==> src/rtl/els_pkg.sv <==
package els_pkg;

  typedef enum logic [1:0] {
    ST_IDLE = 2'd0,
    ST_RUN  = 2'd1,
    ST_WAIT = 2'd2,
    ST_DONE = 2'd3
  } elsState_t;

  // strobes from control to datapath
  typedef struct packed {
    logic load;
    logic stepSub;
    logic stepGroup;
    logic truncate;
  } elsCtl_t;

  // status from datapath to control
  typedef struct packed {
    logic curActive;
    logic lastSub;
    logic lastElem;
    logic elemZero;
  } elsStat_t;

endpackage

==> src/rtl/els_dpath.sv <==
module els_dpath
  import els_pkg::*;
#(
  parameter int MAX_VL  = 8,
  parameter int MAX_SUB = 4,
  localparam int VL_W  = $clog2(MAX_VL + 1),
  localparam int EL_W  = $clog2(MAX_VL),
  localparam int SUB_W = $clog2(MAX_SUB)
) (
  input  logic              clk,
  input  logic              rstN,
  input  elsCtl_t           ctl,
  input  logic [VL_W-1:0]   vlIn,
  input  logic [SUB_W-1:0]  subvlCode,
  input  logic [MAX_VL-1:0] predMask,
  input  logic              predInv,
  input  logic              predZeroSrc,
  output elsStat_t          stat,
  output logic [EL_W-1:0]   elemIdx,
  output logic [SUB_W-1:0]  subIdx,
  output logic [VL_W-1:0]   finalVl
);

  logic [VL_W-1:0]   vlReg;
  logic [SUB_W-1:0]  subMax;
  logic [MAX_VL-1:0] effMask;
  logic [VL_W-1:0]   vlClamped;
  logic [MAX_VL-1:0] rawMask;

  always_comb begin
    if (vlIn == '0)
      vlClamped = VL_W'(1);
    else if (vlIn > VL_W'(MAX_VL))
      vlClamped = VL_W'(MAX_VL);
    else
      vlClamped = vlIn;
    rawMask = predZeroSrc ? '0 : predMask;
  end

  always_ff @(posedge clk) begin
    if (!rstN) begin
      vlReg   <= VL_W'(1);
      subMax  <= '0;
      effMask <= '0;
      elemIdx <= '0;
      subIdx  <= '0;
      finalVl <= VL_W'(1);
    end else if (ctl.load) begin
      vlReg   <= vlClamped;
      subMax  <= subvlCode;
      effMask <= rawMask ^ {MAX_VL{predInv}};
      elemIdx <= '0;
      subIdx  <= '0;
      finalVl <= vlClamped;
    end else begin
      if (ctl.stepGroup) begin
        elemIdx <= elemIdx + EL_W'(1);
        subIdx  <= '0;
      end else if (ctl.stepSub) begin
        subIdx <= subIdx + SUB_W'(1);
      end
      if (ctl.truncate)
        finalVl <= (elemIdx == '0) ? VL_W'(1) : VL_W'(elemIdx);
    end
  end

  always_comb begin
    stat.curActive = effMask[elemIdx];
    stat.lastSub   = (subIdx == subMax);
    stat.lastElem  = (VL_W'(elemIdx) == (vlReg - VL_W'(1)));
    stat.elemZero  = (elemIdx == '0);
  end

endmodule

==> src/rtl/els_ctrl.sv <==
module els_ctrl
  import els_pkg::*;
(
  input  logic     clk,
  input  logic     rstN,
  input  logic     start,
  input  logic     zeroing,
  input  logic     failFirst,
  input  logic     resValid,
  input  logic     resFault,
  input  logic     resZero,
  input  elsStat_t stat,
  output elsCtl_t  ctl,
  output logic     issueValid,
  output logic     writeZero,
  output logic     done,
  output logic     trapReq
);

  elsState_t state, stateNxt;
  logic zeroR, ffR, trapR, trapSet;

  always_comb begin
    ctl        = '0;
    stateNxt   = state;
    issueValid = 1'b0;
    writeZero  = 1'b0;
    trapSet    = 1'b0;
    unique case (state)
      ST_IDLE: begin
        if (start) begin
          ctl.load = 1'b1;
          stateNxt = ST_RUN;
        end
      end
      ST_RUN: begin
        if (stat.curActive) begin
          issueValid = 1'b1;
          stateNxt   = ST_WAIT;
        end else if (zeroR) begin
          issueValid = 1'b1;
          writeZero  = 1'b1;
          if (!stat.lastSub)      ctl.stepSub   = 1'b1;
          else if (stat.lastElem) stateNxt      = ST_DONE;
          else                    ctl.stepGroup = 1'b1;
        end else begin
          if (stat.lastElem) stateNxt      = ST_DONE;
          else               ctl.stepGroup = 1'b1;
        end
      end
      ST_WAIT: begin
        if (resValid) begin
          if (resFault && !(ffR && !stat.elemZero)) begin
            trapSet  = 1'b1;
            stateNxt = ST_DONE;
          end else if (ffR && (resFault || resZero)) begin
            ctl.truncate = 1'b1;
            stateNxt     = ST_DONE;
          end else begin
            stateNxt = ST_RUN;
            if (!stat.lastSub)      ctl.stepSub   = 1'b1;
            else if (stat.lastElem) stateNxt      = ST_DONE;
            else                    ctl.stepGroup = 1'b1;
          end
        end
      end
      ST_DONE: stateNxt = ST_IDLE;
      default: stateNxt = ST_IDLE;
    endcase
  end

  always_ff @(posedge clk) begin
    if (!rstN) begin
      state <= ST_IDLE;
      zeroR <= 1'b0;
      ffR   <= 1'b0;
      trapR <= 1'b0;
    end else begin
      state <= stateNxt;
      if (ctl.load) begin
        zeroR <= zeroing;
        ffR   <= failFirst;
        trapR <= 1'b0;
      end else if (trapSet) begin
        trapR <= 1'b1;
      end
    end
  end

  assign done    = (state == ST_DONE);
  assign trapReq = done & trapR;

endmodule

==> src/rtl/elem_loop_seq.sv <==
module elem_loop_seq
  import els_pkg::*;
#(
  parameter int MAX_VL  = 8,
  parameter int MAX_SUB = 4,
  localparam int VL_W  = $clog2(MAX_VL + 1),
  localparam int EL_W  = $clog2(MAX_VL),
  localparam int SUB_W = $clog2(MAX_SUB)
) (
  input  logic              clk,
  input  logic              rstN,
  input  logic              start,
  input  logic [VL_W-1:0]   vlIn,
  input  logic [SUB_W-1:0]  subvlCode,
  input  logic [MAX_VL-1:0] predMask,
  input  logic              predInv,
  input  logic              predZeroSrc,
  input  logic              zeroing,
  input  logic              failFirst,
  input  logic              resValid,
  input  logic              resFault,
  input  logic              resZero,
  output logic              issueValid,
  output logic [EL_W-1:0]   srcOff,
  output logic [EL_W-1:0]   dstOff,
  output logic [SUB_W-1:0]  srcSubOff,
  output logic [SUB_W-1:0]  dstSubOff,
  output logic              writeZero,
  output logic              done,
  output logic [VL_W-1:0]   finalVl,
  output logic              trapReq
);

  elsCtl_t          ctl;
  elsStat_t         stat;
  logic [EL_W-1:0]  elemIdx;
  logic [SUB_W-1:0] subIdx;

  els_ctrl u_ctrl (
    .clk(clk), .rstN(rstN), .start(start), .zeroing(zeroing),
    .failFirst(failFirst), .resValid(resValid), .resFault(resFault),
    .resZero(resZero), .stat(stat), .ctl(ctl), .issueValid(issueValid),
    .writeZero(writeZero), .done(done), .trapReq(trapReq)
  );

  els_dpath #(.MAX_VL(MAX_VL), .MAX_SUB(MAX_SUB)) u_dpath (
    .clk(clk), .rstN(rstN), .ctl(ctl), .vlIn(vlIn), .subvlCode(subvlCode),
    .predMask(predMask), .predInv(predInv), .predZeroSrc(predZeroSrc),
    .stat(stat), .elemIdx(elemIdx), .subIdx(subIdx), .finalVl(finalVl)
  );

  // single-predicate sequencing: source and destination advance together
  assign srcOff    = elemIdx;
  assign dstOff    = elemIdx;
  assign srcSubOff = subIdx;
  assign dstSubOff = subIdx;

endmodule

==> config.mk <==
export PLATFORM = sky130hd
export DESIGN_NAME = elem_loop_seq
export DESIGN_NICKNAME = d
export VERILOG_FILES = /design/src/rtl/els_pkg.sv /design/src/rtl/els_dpath.sv /design/src/rtl/els_ctrl.sv /design/src/rtl/elem_loop_seq.sv
export SDC_FILE = /design/constraint.sdc
export NUM_CORES = 1
export LEC_CHECK = 0
export BUFFER_PORTS_ARGS = -buffer_cell sky130_fd_sc_hd__buf_4
export CAP_MARGIN = 5
export CORE_MARGIN = 5
export CORE_UTILIZATION = 47
export DETAILED_ROUTE_END_ITERATION = 7
export PLACE_DENSITY = 0.8
export RECOVER_POWER = 50
export SETUP_SLACK_MARGIN = 0.02
export SYNTH_ARGS = -nofsm -noshare
export SYNTH_HDL_FRONTEND = slang
export SYNTH_HIERARCHICAL = 1
export SYNTH_SLANG_ARGS = --single-unit
==> constraint.sdc <==
create_clock -name clk -period 3.1 [get_ports clk]
set_input_delay 0.62 -clock clk [delete_from_list [all_inputs] [get_ports clk]]
set_output_delay 0.62 -clock clk [all_outputs]
set_load 0.05 [all_outputs]
# ---- Word-level counts from Yosys, hierarchy flattened
# Cells that the tools add are included.
dict set report classes {
  addsub 3
  order_cmp 2
  eq_ne 8
  n_mux 41
  n_bitwise 3
  reduce_logical 13
}
# cell n
set op_table {}
lappend op_table {{$mux W2} 12}
lappend op_table {{$mux W1} 18}
lappend op_table {{$mux W4} 4}
lappend op_table {{$mux W3} 3}
lappend op_table {{$mux W8} 1}
lappend op_table {{$pmux W2 S4} 1}
lappend op_table {{$xor A8 B8 Y8} 1}
lappend op_table {{$eq A2 B2 Y1 const B} 2}
lappend op_table {{$eq A3 B4 Y1} 1}
lappend op_table {{$gt A4 B4 Y1 const B} 1}
lappend op_table {{$logic_not A4 Y1} 1}
lappend op_table {{$lt A3 B4 Y1 const B} 1}
lappend op_table {{$ne A2 B2 Y1 const B} 2}
lappend op_table {{$ne A4 B3 Y1 const B} 1}
lappend op_table {{$pmux W2 S2} 1}
lappend op_table {{$sub A4 B1 Y4 const B} 1}
lappend op_table {{$add A3 B1 Y3 const B} 1}
lappend op_table {{$bmux W1 S3} 1}
lappend op_table {{$logic_and A1 B1 Y1} 3}
lappend op_table {{$logic_not A3 Y1} 1}
lappend op_table {{$reduce_and A3 Y1} 1}
lappend op_table {{$reduce_or A3 Y1} 1}
lappend op_table {{$add A2 B1 Y2 const B} 1}
lappend op_table {{$eq A2 B1 Y1 const B} 1}
lappend op_table {{8 further kinds} 9}
dict set report word_totals {
  reg_bits 28
  inputBits 24
  output_inout_bits 18
  wordCells 80
}

# ---- Longest topological paths before layout
# Gate-level depths: netlist of the first run.
dict set report depth {
  ltp_word 10
  mapped_depth 9
  mapped_depth_nobuf 9
}

# ---- Hierarchy
# Netlist of the first run, hierarchy kept.
# mod instances cells_per_inst area_per_inst_um2 seq_area_each_um2
set by_module_without_submodules {}
lappend by_module_without_submodules {els_dpath 1 126 1193.6 460.4}
lappend by_module_without_submodules {els_ctrl 1 52 409.1 100.1}
lappend by_module_without_submodules {elem_loop_seq 1 5 37.5 0.0}

# ---- Worst setup path before layout of the first run
# OpenSTA, ideal clock, no wires.
dict set report synth_path {
  path_kind {register to register}
  from {register u_dpath.elemIdx[0]}
  to {register u_dpath.subIdx[1]}
  setup_ps 78
  t_arrival_ps 2825
  required_time_ps 3022
  path_slack_ps 197
  path_stages_with_launch 10
  n_path_buf 1
  synth_period_minus_slack_ps 2903
  path_cell_list {dfxtp_1 > buf_6 > mux4_1 > mux2_2 > nor2b_4 > and2_1 > o211a_1 > nand2_1 > xor2_1 > nor3_1}
}
# element line
set synth_lines {}
lappend synth_lines {{start: declaration} els_dpath.sv:19} ;# output logic [EL_W-1:0] elemIdx,
lappend synth_lines {{start signal: assignment} els_dpath.sv:57} ;# elemIdx <= elemIdx + EL_W'(1);
lappend synth_lines {{end signal: assignment} els_dpath.sv:60} ;# subIdx <= subIdx + SUB_W'(1);
lappend synth_lines {{end: declaration} els_dpath.sv:20} ;# output logic [SUB_W-1:0] subIdx,

==> impl_metrics.csv, run 1 <==
group,metric,value,unit
die,core,0.00336,sq mm
layout,regArea,561,sq um
critical_path,rr_worst_depth,8,
grt,grt_start_max_net_pins,33,
critical_path,path_class,"reg -> out",
timing,final.setup_skew,2.60,ps
layout,fin_nets,250,
clocking,cts_resized,0,
hold_path,holdPathEnd,"u_dpath/finalVl[3]",
synth,synth_edf_count,0,
clocking,root_buffer,"clkbuf_4",
place,post-dp-hpwl,2430,microns
grt,track_usage,0.139,
grt,grt_pass1_wl,5560,microns
die,fp-row-count,21,
layout,nFillCells,335,
die,dieArea,0.00477,sq mm
flow_run,drv_cap,0,
clocking,clk_latency,330,ps
die,die_h,69.1,microns
drt,routed_wl,3290,microns
critical_path,critical_path.cell_chain,"mux4_1, mux2_2, nor2b_4, and2_1, buf_4",
drt,drt_iter0_markers,89,
layout,n_antenna_cell,0,
timing,finalCritPeriodShare,0.945,
critical_path,required,2480,ps
die,design.portCount,42,
clocking,path_clk_slew,150,ps
drt,via_per_inst,4.98,
synth,synth-seq-cells,28,
synth,synth_common_cells,"dfxtp_1 (28), nand2_1 (23), xnor2_1 (14), nor2b_1 (11)",
synth,syn_avg_cell_area,8.96,sq um
power_and_ir_drop,ir_drop,0.220,mV
hold_path,min_from,"u_dpath/finalVl[3]",
layout,multi_input_area,965,sq um
synth,synthMostInstantiatedCell,"dfxtp_1",
critical_path,cp-end-kind,"primary output",
synth,syn_area,0.00164,sq mm
power_and_ir_drop,powerDensity,578,mW/mm^2
drt,ant_nets,0,
critical_path,cpMaxStageDelayCell,"mux4_1",
critical_path,crit_arrival,2310,ps
place,globalplace.congestion,0.814,
synth,yosysTopAreaCellShare,0.342,
synth,synthTopCellsByArea,"dfxtp_1 (34%), xnor2_1 (7.5%), ha_1 (6.1%), o211a_1 (5.5%), nand2_1 (5.3%)",
synth,ys_types,43,
clocking,cts_tree,"built",
synth,synthArstFlopShare,0,
timing,setup-tns-final,0,ps
timing,hold_viol,0,
timing,slew_headroom,0.397,
clocking,clock-sinks,28,
clocking,cts_made_buffers,3,
drt,drc_errors,0,
clocking,hold_buffers,0,
place,post-place-cells,259,
timing,fmax,341,MHz
grt,first_global_vias,1238,
grt,antenna_found_initial,0,
grt,overflow,0,
synth,yosys_warnings,6,
clocking,htreeDepth,1,
timing,timing.final.crit_period,2930,ps
timing,drv_slew,0,
synth,synth_fp_nets,215,
hold_path,hold_path.class,"reg -> reg",
synth,yosys_most_used_dff,"dfxtp_1",
critical_path,cpPeakStageDelay,600,ps
critical_path,rrSetupSlack,360,ps
die,initial_core_util,0.488,
clocking,post_cts_buffers,0,
power_and_ir_drop,p_leak,0.883,nW
layout,syn_to_final_growth,18.4,%
drt,routedWlPerCell,12.5,microns
timing,setup_viol,0,
drt,dr.pass1.iters,4,
synth,yosysTopAreaCell,"dfxtp_1",
layout,final_cells,263,
critical_path,setup.worst_path.start_class,"flip-flop",
critical_path,r2r-start,"u_dpath/elemIdx[0]",
place,io_buffer_count,41,
clocking,clock_path_buffers,2,
critical_path,cp_max_fo,8,
drt,vias,1310,
synth,syn_inst,183,
synth,yosysSeqAreaShare,0.342,
layout,drive_gt1_frac,0.194,
status,status,"completed",
critical_path,r2r_end,"u_dpath/elemIdx[2]",
timing,tightest_slew,903,ps
hold_path,whs_path_depth,2,
timing,rsz0062_at_grt,"false",
die,die_x,69.1,microns
-- worst max path at each step --
stage                  startpoint                  to  slack, ps  cells past startpoint
2_1_floorplan  u_dpath/elemIdx[0]   u_dpath/subIdx[1]        200                      9
3_3_place_gp   u_dpath/elemIdx[0]  u_dpath/elemIdx[2]        480                      8
3_5_place_dp   u_dpath/elemIdx[0]  u_dpath/elemIdx[2]        400                      8
4_1_cts        u_dpath/elemIdx[0]           writeZero        160                      5
5_1_grt        u_dpath/elemIdx[0]           writeZero         50                      5
6_report       u_dpath/elemIdx[0]           writeZero        170                      5
-- cell families after synthesis --
family,after synthesis,synth area share
flops,28,0.342
fa+ha+maj,8,0.0610
xor+xnor,19,0.101
buf+inv,23,0.0702
compound gates,34,0.164
mux,7,0.0633
simple gates,64,0.198
-- report_power, final --
part / leakage (nW) / total [mW] / internal, mW / switching (mW)
Combinational: 0.632 / 0.462 / 0.197 / 0.265
Clock: 0.0210 / 0.184 / 0.0720 / 0.112
Sequential: 0.230 / 0.476 / 0.425 / 0.0513
-- metrics by stage --
stage / hold WS [ps] / power [mW] / setup WS [ps] / util / area [sq um]
floorplan: 446 / 0.844 / 197 / - / 1640
global placement: 452 / 0.947 / 478 / 0.577 / 1940
detailed placement: 456 / 0.954 / 399 / 0.577 / 1940
CTS: 475 / 1.14 / 164 / 0.587 / 1980
global route: 499 / 1.20 / 48.6 / 0.577 / 1940
finish: 468 / 1.12 / 170 / 0.577 / 1940
-- state kept, by name, summed over array words and instances (netlist names) --
register	flops
u_dpath/effMask	8
u_dpath/finalVl	4
u_dpath/vlReg	4
u_dpath/elemIdx	3
u_ctrl/state	2
u_dpath/subIdx	2
u_dpath/subMax	2
u_ctrl/ffR	1
u_ctrl/trapR	1
u_ctrl/zeroR	1
-- placed cells by master (no fill, tap or decap), drive strengths merged, types with 2 or more instances in the layout --
cell and n:
o21ai 4, a211oi 2, mux4 2, xnor2 14
dfxtp 28, ha 8, nand2b 6, and2 4
nor2 9, clkbuf 13, nand2 23, a21boi 8
nand3 2, xor2 5, buf 33, mux2i 4
o211a 9, nor2b 12, inv 11, nor3 4
-- per-layer routing --
metal | vias up | global-route usage | wire length (microns)
met4 | 0 | 0.0651 | 51
met3 | 4 | 0.0422 | 191
met1 | 590 | 0.174 | 1610
met2 | 31 | 0.218 | 1430
li1 | 685 | - | -
met5 | - | 0 | 0
-- layout make-up --
class / instances / share of cell area
Multi-Input combinational cell: 132 / 0.497
Sequential cell: 28 / 0.289
Timing Repair Buffer: 42 / 0.145
Tap cell: 46 / 0.0296
Inverter: 11 / 0.0213
Clock buffer: 4 / 0.0187
-- worst max-delay path: cells and delay by family, from the launching register on --
kind	cells	cell delay, ps
DFF	1	560
muxes	2	910
buffers and inverters	1	200
and+or+nand+nor	2	300
No activity file was read; power rests on OpenSTA's default activity.
==> inputs of run 2 (changes only) <==
clock period = 2.7 ns   (was 3.1 ns; I/O delays follow)
==> impl_metrics.csv, run 2 (synthesis gave the netlist of run 1 again) <==
group,metric,value,unit
timing,setup_viol,0,
timing,tightest_slew,902,ps
layout,syn_to_final_growth,20.4,%
place,post-dp-hpwl,2600,microns
hold_path,hold_path.class,"in -> reg",
clocking,clock_path_buffers,2,
grt,antenna_found_initial,0,
timing,finalCritPeriodShare,0.957,
power_and_ir_drop,p_leak,0.895,nW
critical_path,rrSetupSlack,430,ps
layout,fin_nets,252,
timing,setup-tns-final,0,ps
die,design.portCount,42,
grt,grt_pass1_wl,5670,microns
place,io_buffer_count,41,
critical_path,path_class,"reg -> out",
layout,top_register,"u_dpath/effMask",
drt,dr.pass1.iters,4,
drt,routed_wl,3410,microns
clocking,cts_made_buffers,3,
layout,final_common_cell,"buf_4",
timing,fmax,387,MHz
drt,drc_errors,0,
clocking,hold_buffers,0,
grt,first_global_vias,1261,
layout,stdcell_area,0.00198,sq mm
flow_run,drv_cap,0,
layout,top_regs,"u_dpath/effMask (8), u_dpath/finalVl (4), u_dpath/vlReg (4)",
drt,routedWlPerCell,12.9,microns
clocking,cts_tree,"built",
drt,ant_nets,0,
grt,overflow,0,
die,core,0.00336,sq mm
status,status,"completed",
timing,rsz0062_at_grt,"false",
clocking,path_clk_slew,160,ps
drt,drt_iter0_markers,97,
layout,final_cell_mix,"buf_4 (32), dfxtp_1 (26), nand2_1 (23), xnor2_1 (14)",
layout,largest_reg_flops,8,
grt,track_usage,0.141,
clocking,htreeDepth,1,
timing,slew_headroom,0.398,
drt,vias,1349,
place,globalplace.congestion,0.858,
die,die_x,69.1,microns
critical_path,crit_arrival,2040,ps
drt,via_per_inst,5.09,
die,dieArea,0.00477,sq mm
layout,fin_util,0.587,
critical_path,cp-end-kind,"primary output",
timing,timing.final.crit_period,2580,ps
timing,hold_viol,0,
critical_path,cp_max_fo,4,
power_and_ir_drop,fin_total_pwr,1.36,mW
layout,drive_gt1_frac,0.205,
power_and_ir_drop,ir_drop,0.495,mV
power_and_ir_drop,powerDensity,688,mW/mm^2
timing,final.setup_skew,14.9,ps
timing,drv_slew,0,
layout,n_antenna_cell,0,
die,initial_core_util,0.488,
critical_path,setup.worst_path.start_class,"flip-flop",
clocking,root_buffer,"clkbuf_4",
clocking,clk_latency,330,ps
grt,grt_start_max_net_pins,33,
critical_path,required,2160,ps
place,place_area,0.00195,sq mm
die,die_h,69.1,microns
clocking,clock-sinks,28,
die,fp-row-count,21,
run 2: per-layer routing:
layer  vias to the layer above  GRT usage  wire, microns
met3                         2     0.0494            223
li1                        693          -              -
met1                       619      0.161           1480
met4                         0     0.0217             21
met5                         -          0              0
met2                        35      0.255           1680
run 2: worst paths after layout:
check / from / to / cells after the start
max: u_dpath/elemIdx[0] / writeZero / 5
min: failFirst / u_ctrl/ffR / 3
max reg2reg: u_dpath/vlReg[0] / u_ctrl/state[0] / 7
min reg2reg: u_dpath/finalVl[3] / u_dpath/finalVl[3] / 2
run 2: where the power goes:
group / switching [mW] / internal (mW) / total [mW]
clock: 0.124 / 0.150 / 0.274
combinational: 0.309 / 0.231 / 0.540
sequential: 0.0586 / 0.488 / 0.546
total: 0.491 / 0.868 / 1.36
run 2: through the flow:
step | worst slack [ps] | hold WS (ps) | instances
floorplan | 90.5 | 446 | 183
global placement | 419 | 455 | 260
detailed placement | 361 | 464 | 260
CTS | 72.2 | 423 | 265
global route | 35.5 | 403 | 265
finish | 116 | 436 | 265
run 2: layout make-up:
type                       count  area, sq um
clock buffer                   3         22.5
clock inverter                 1         30.0
multi-input combinational    132          966
fill                         340         1390
tap                           46         57.6
sequential                    28          566
timing repair buffer          44          293
inverter                      11         41.3
run 2: timing repair:
action / CTS / global route
pin swaps: 0 / 0
setup buffers: 1 / 0
endpoints found under the setup margin: 1 / 1
resized for setup: 1 / 2
run 2: critical path, cell delays in order (launching register included):
cell and delay, ps:
dfxtp_4 390, mux4_1 540, mux2_2 310, nor2b_4 140, and2_2 170, buf_6 150
==> inputs of run 3 (changes only) <==
ABC_AREA = 1   (was unset)
==> impl_metrics.csv, run 3 <==
group,metric,value,unit
layout,final_common_cell,"nand2_1",
synth,synth_fp_nets,284,
clocking,cts_made_buffers,3,
power_and_ir_drop,power.internal,0.812,mW
drt,drt_iter0_markers,108,
synth,ys_types,26,
power_and_ir_drop,fin_total_pwr,1.51,mW
power_and_ir_drop,switchingPower,0.696,mW
critical_path,cp-end-kind,"primary output",
die,die_x,69.8,microns
drt,vias,1572,
layout,final_cells,334,
layout,n_antenna_cell,0,
timing,fmax,427,MHz
place,io_buffer_count,41,
status,status,"completed",
critical_path,required,2160,ps
drt,routed_wl,3530,microns
clocking,clk_latency,320,ps
layout,largest_reg_flops,8,
critical_path,cp_top_family,"flip-flops",
critical_path,cpPeakStageDelay,510,ps
drt,drc_errors,0,
die,initial_core_util,0.495,
layout,top_register,"u_dpath/effMask",
synth,syn_inst,252,
synth,yosys_most_used_dff,"dfxtp_1",
clocking,cts_resized,0,
hold_path,hold_path.class,"in -> reg",
synth,yosysTopAreaCell,"dfxtp_1",
synth,synthTopCellsByArea,"dfxtp_1 (33%), nand2_1 (15%), inv_1 (7.2%), o21ai_0 (6.6%), xor2_1 (6.3%)",
critical_path,path_buf_inv,3,
layout,top_regs,"u_dpath/effMask (8), u_dpath/finalVl (4), u_dpath/vlReg (4)",
power_and_ir_drop,combPwrFrac,0.504,
synth,synthArstFlopShare,0,
power_and_ir_drop,seqPwrFrac,0.385,
drt,routedWlPerCell,10.6,microns
clocking,cts_tree,"built",
clocking,clock-sinks,28,
clocking,clock_path_buffers,2,
layout,drive_gt1_frac,0.139,
layout,final_cell_mix,"nand2_1 (67), inv_1 (33), buf_4 (27), dfxtp_1 (27), nor2_1 (26)",
synth,yosysSeqAreaShare,0.334,
layout,fin_nets,322,
synth,synth-seq-cells,28,
timing,holdWs,431,ps
synth,synth_edf_count,0,
grt,grt_start_max_net_pins,21,
timing,setup-tns-final,0,ps
timing,setup_viol,0,
synth,synth_common_cells,"nand2_1 (67), inv_1 (32), dfxtp_1 (28), nor2_1 (26), o21ai_0 (22)",
drt,via_per_inst,4.71,
critical_path,critical_path.cell_chain,"inv_1, nand2_1, nand2_1, nand2_1, nand2_1, inv_1, nand2_2, nor2_1, buf_4",
timing,slew_headroom,0.588,
place,post-dp-hpwl,2840,microns
place,place_area,0.00199,sq mm
critical_path,setup.worst_path.start_class,"flip-flop",
clocking,root_buffer,"clkbuf_4",
clocking,hold_buffers,0,
power_and_ir_drop,clockPowerShare,0.111,
die,fp-row-count,21,
place,post-place-cells,331,
critical_path,crit_arrival,1800,ps
grt,first_global_vias,1485,
die,core,0.00339,sq mm
clocking,path_clk_slew,140,ps
synth,synthMostInstantiatedCell,"nand2_1",
die,design.portCount,42,
synth,syn_avg_cell_area,6.66,sq um
timing,drv_slew,0,
clocking,htreeDepth,1,
timing,hold_viol,0,
die,die_h,69.8,microns
grt,overflow,0,
critical_path,path_class,"reg -> out",
power_and_ir_drop,ir_drop,0.283,mV
power_and_ir_drop,sw_frac_of_total,0.462,
power_and_ir_drop,powerDensity,769,mW/mm^2
layout,syn_to_final_growth,16.9,%
synth,yosys_warnings,6,
timing,rsz0062_at_grt,"false",
drt,ant_nets,0,
timing,tightest_slew,621,ps
drt,dr.pass1.iters,4,
grt,grt_pass1_wl,6060,microns
layout,stdcell_area,0.00196,sq mm
grt,track_usage,0.144,
critical_path,cpMaxStageDelayCell,"dfxtp_1",
power_and_ir_drop,p_leak,0.974,nW
grt,antenna_found_initial,0,
critical_path,critPathMostFrequentCell,"nand2_1",
critical_path,cp_max_fo,8,
clocking,post_cts_buffers,0,
synth,yosysTopAreaCellShare,0.334,
timing,finalCritPeriodShare,0.867,
timing,timing.final.crit_period,2340,ps
place,globalplace.congestion,0.826,
synth,syn_area,0.00168,sq mm
die,dieArea,0.00487,sq mm
timing,final.setup_skew,8.10,ps
flow_run,drv_cap,0,
-- run 3: cells by family after synthesis --
family / after synthesis / synth area share
compound gates: 46 / 0.145
xor+xnor: 13 / 0.0679
fa+ha+maj: 8 / 0.0597
buf+inv: 44 / 0.112
flops: 28 / 0.334
simple gates: 113 / 0.281
-- run 3: cell type report --
cell class	count	area, sq um
fill	329	1430
multi-input combinational	180	930
sequential	28	562
timing repair buffer	42	259
inverter	35	131
tap	46	57.6
clock buffer	3	22.5
-- run 3: worst register-to-register path, delay by kind of cell (launching register included) --
| kind | cells | cell delay, ps |
|---|---|---|
| buffers and inverters | 5 | 430 |
| AND/OR/NAND/NOR | 5 | 450 |
| flip-flops | 1 | 510 |
| AO/OA/AOI/OAI | 3 | 420 |
| adder cells (fa/ha/maj) | 1 | 200 |
-- run 3: path summary, 6_finish.rpt --
kind              cells past startpoint               start                  to  slack [ps]
setup / recovery                      9  u_dpath/elemIdx[1]           writeZero         360
hold / removal                        3        subvlCode[0]   u_dpath/subMax[0]         430
setup reg to reg                     14  u_dpath/elemIdx[1]  u_dpath/elemIdx[1]         610
hold reg to reg                       2  u_dpath/finalVl[0]  u_dpath/finalVl[0]         510
-- run 3: through the flow --
| step | worst slack (ps) | util |
|---|---|---|
| floorplan | 92.0 | - |
| detailed placement | 527 | 0.588 |
| CTS | 200 | 0.595 |
| finish | 359 | 0.579 |
| global route | 139 | 0.579 |
| global placement | 598 | 0.588 |
-- run 3: power by group through the flow --
stage	clock [mW]	sequential (mW)	combinational (mW)
floorplan	0	0.650	0.543
finish	0.167	0.581	0.760
detailed placement	0	0.591	0.787
global placement	0	0.587	0.782
global route	0.190	0.594	0.867
CTS	0.176	0.582	0.789
-- run 3: layer usage --
metal	vias up	GRT usage	share of wire
met5	-	0	0
met4	0	0.0319	0.0060
met3	2	0.0174	0.049
met2	30	0.263	0.46
met1	682	0.179	0.49
li1	858	-	-
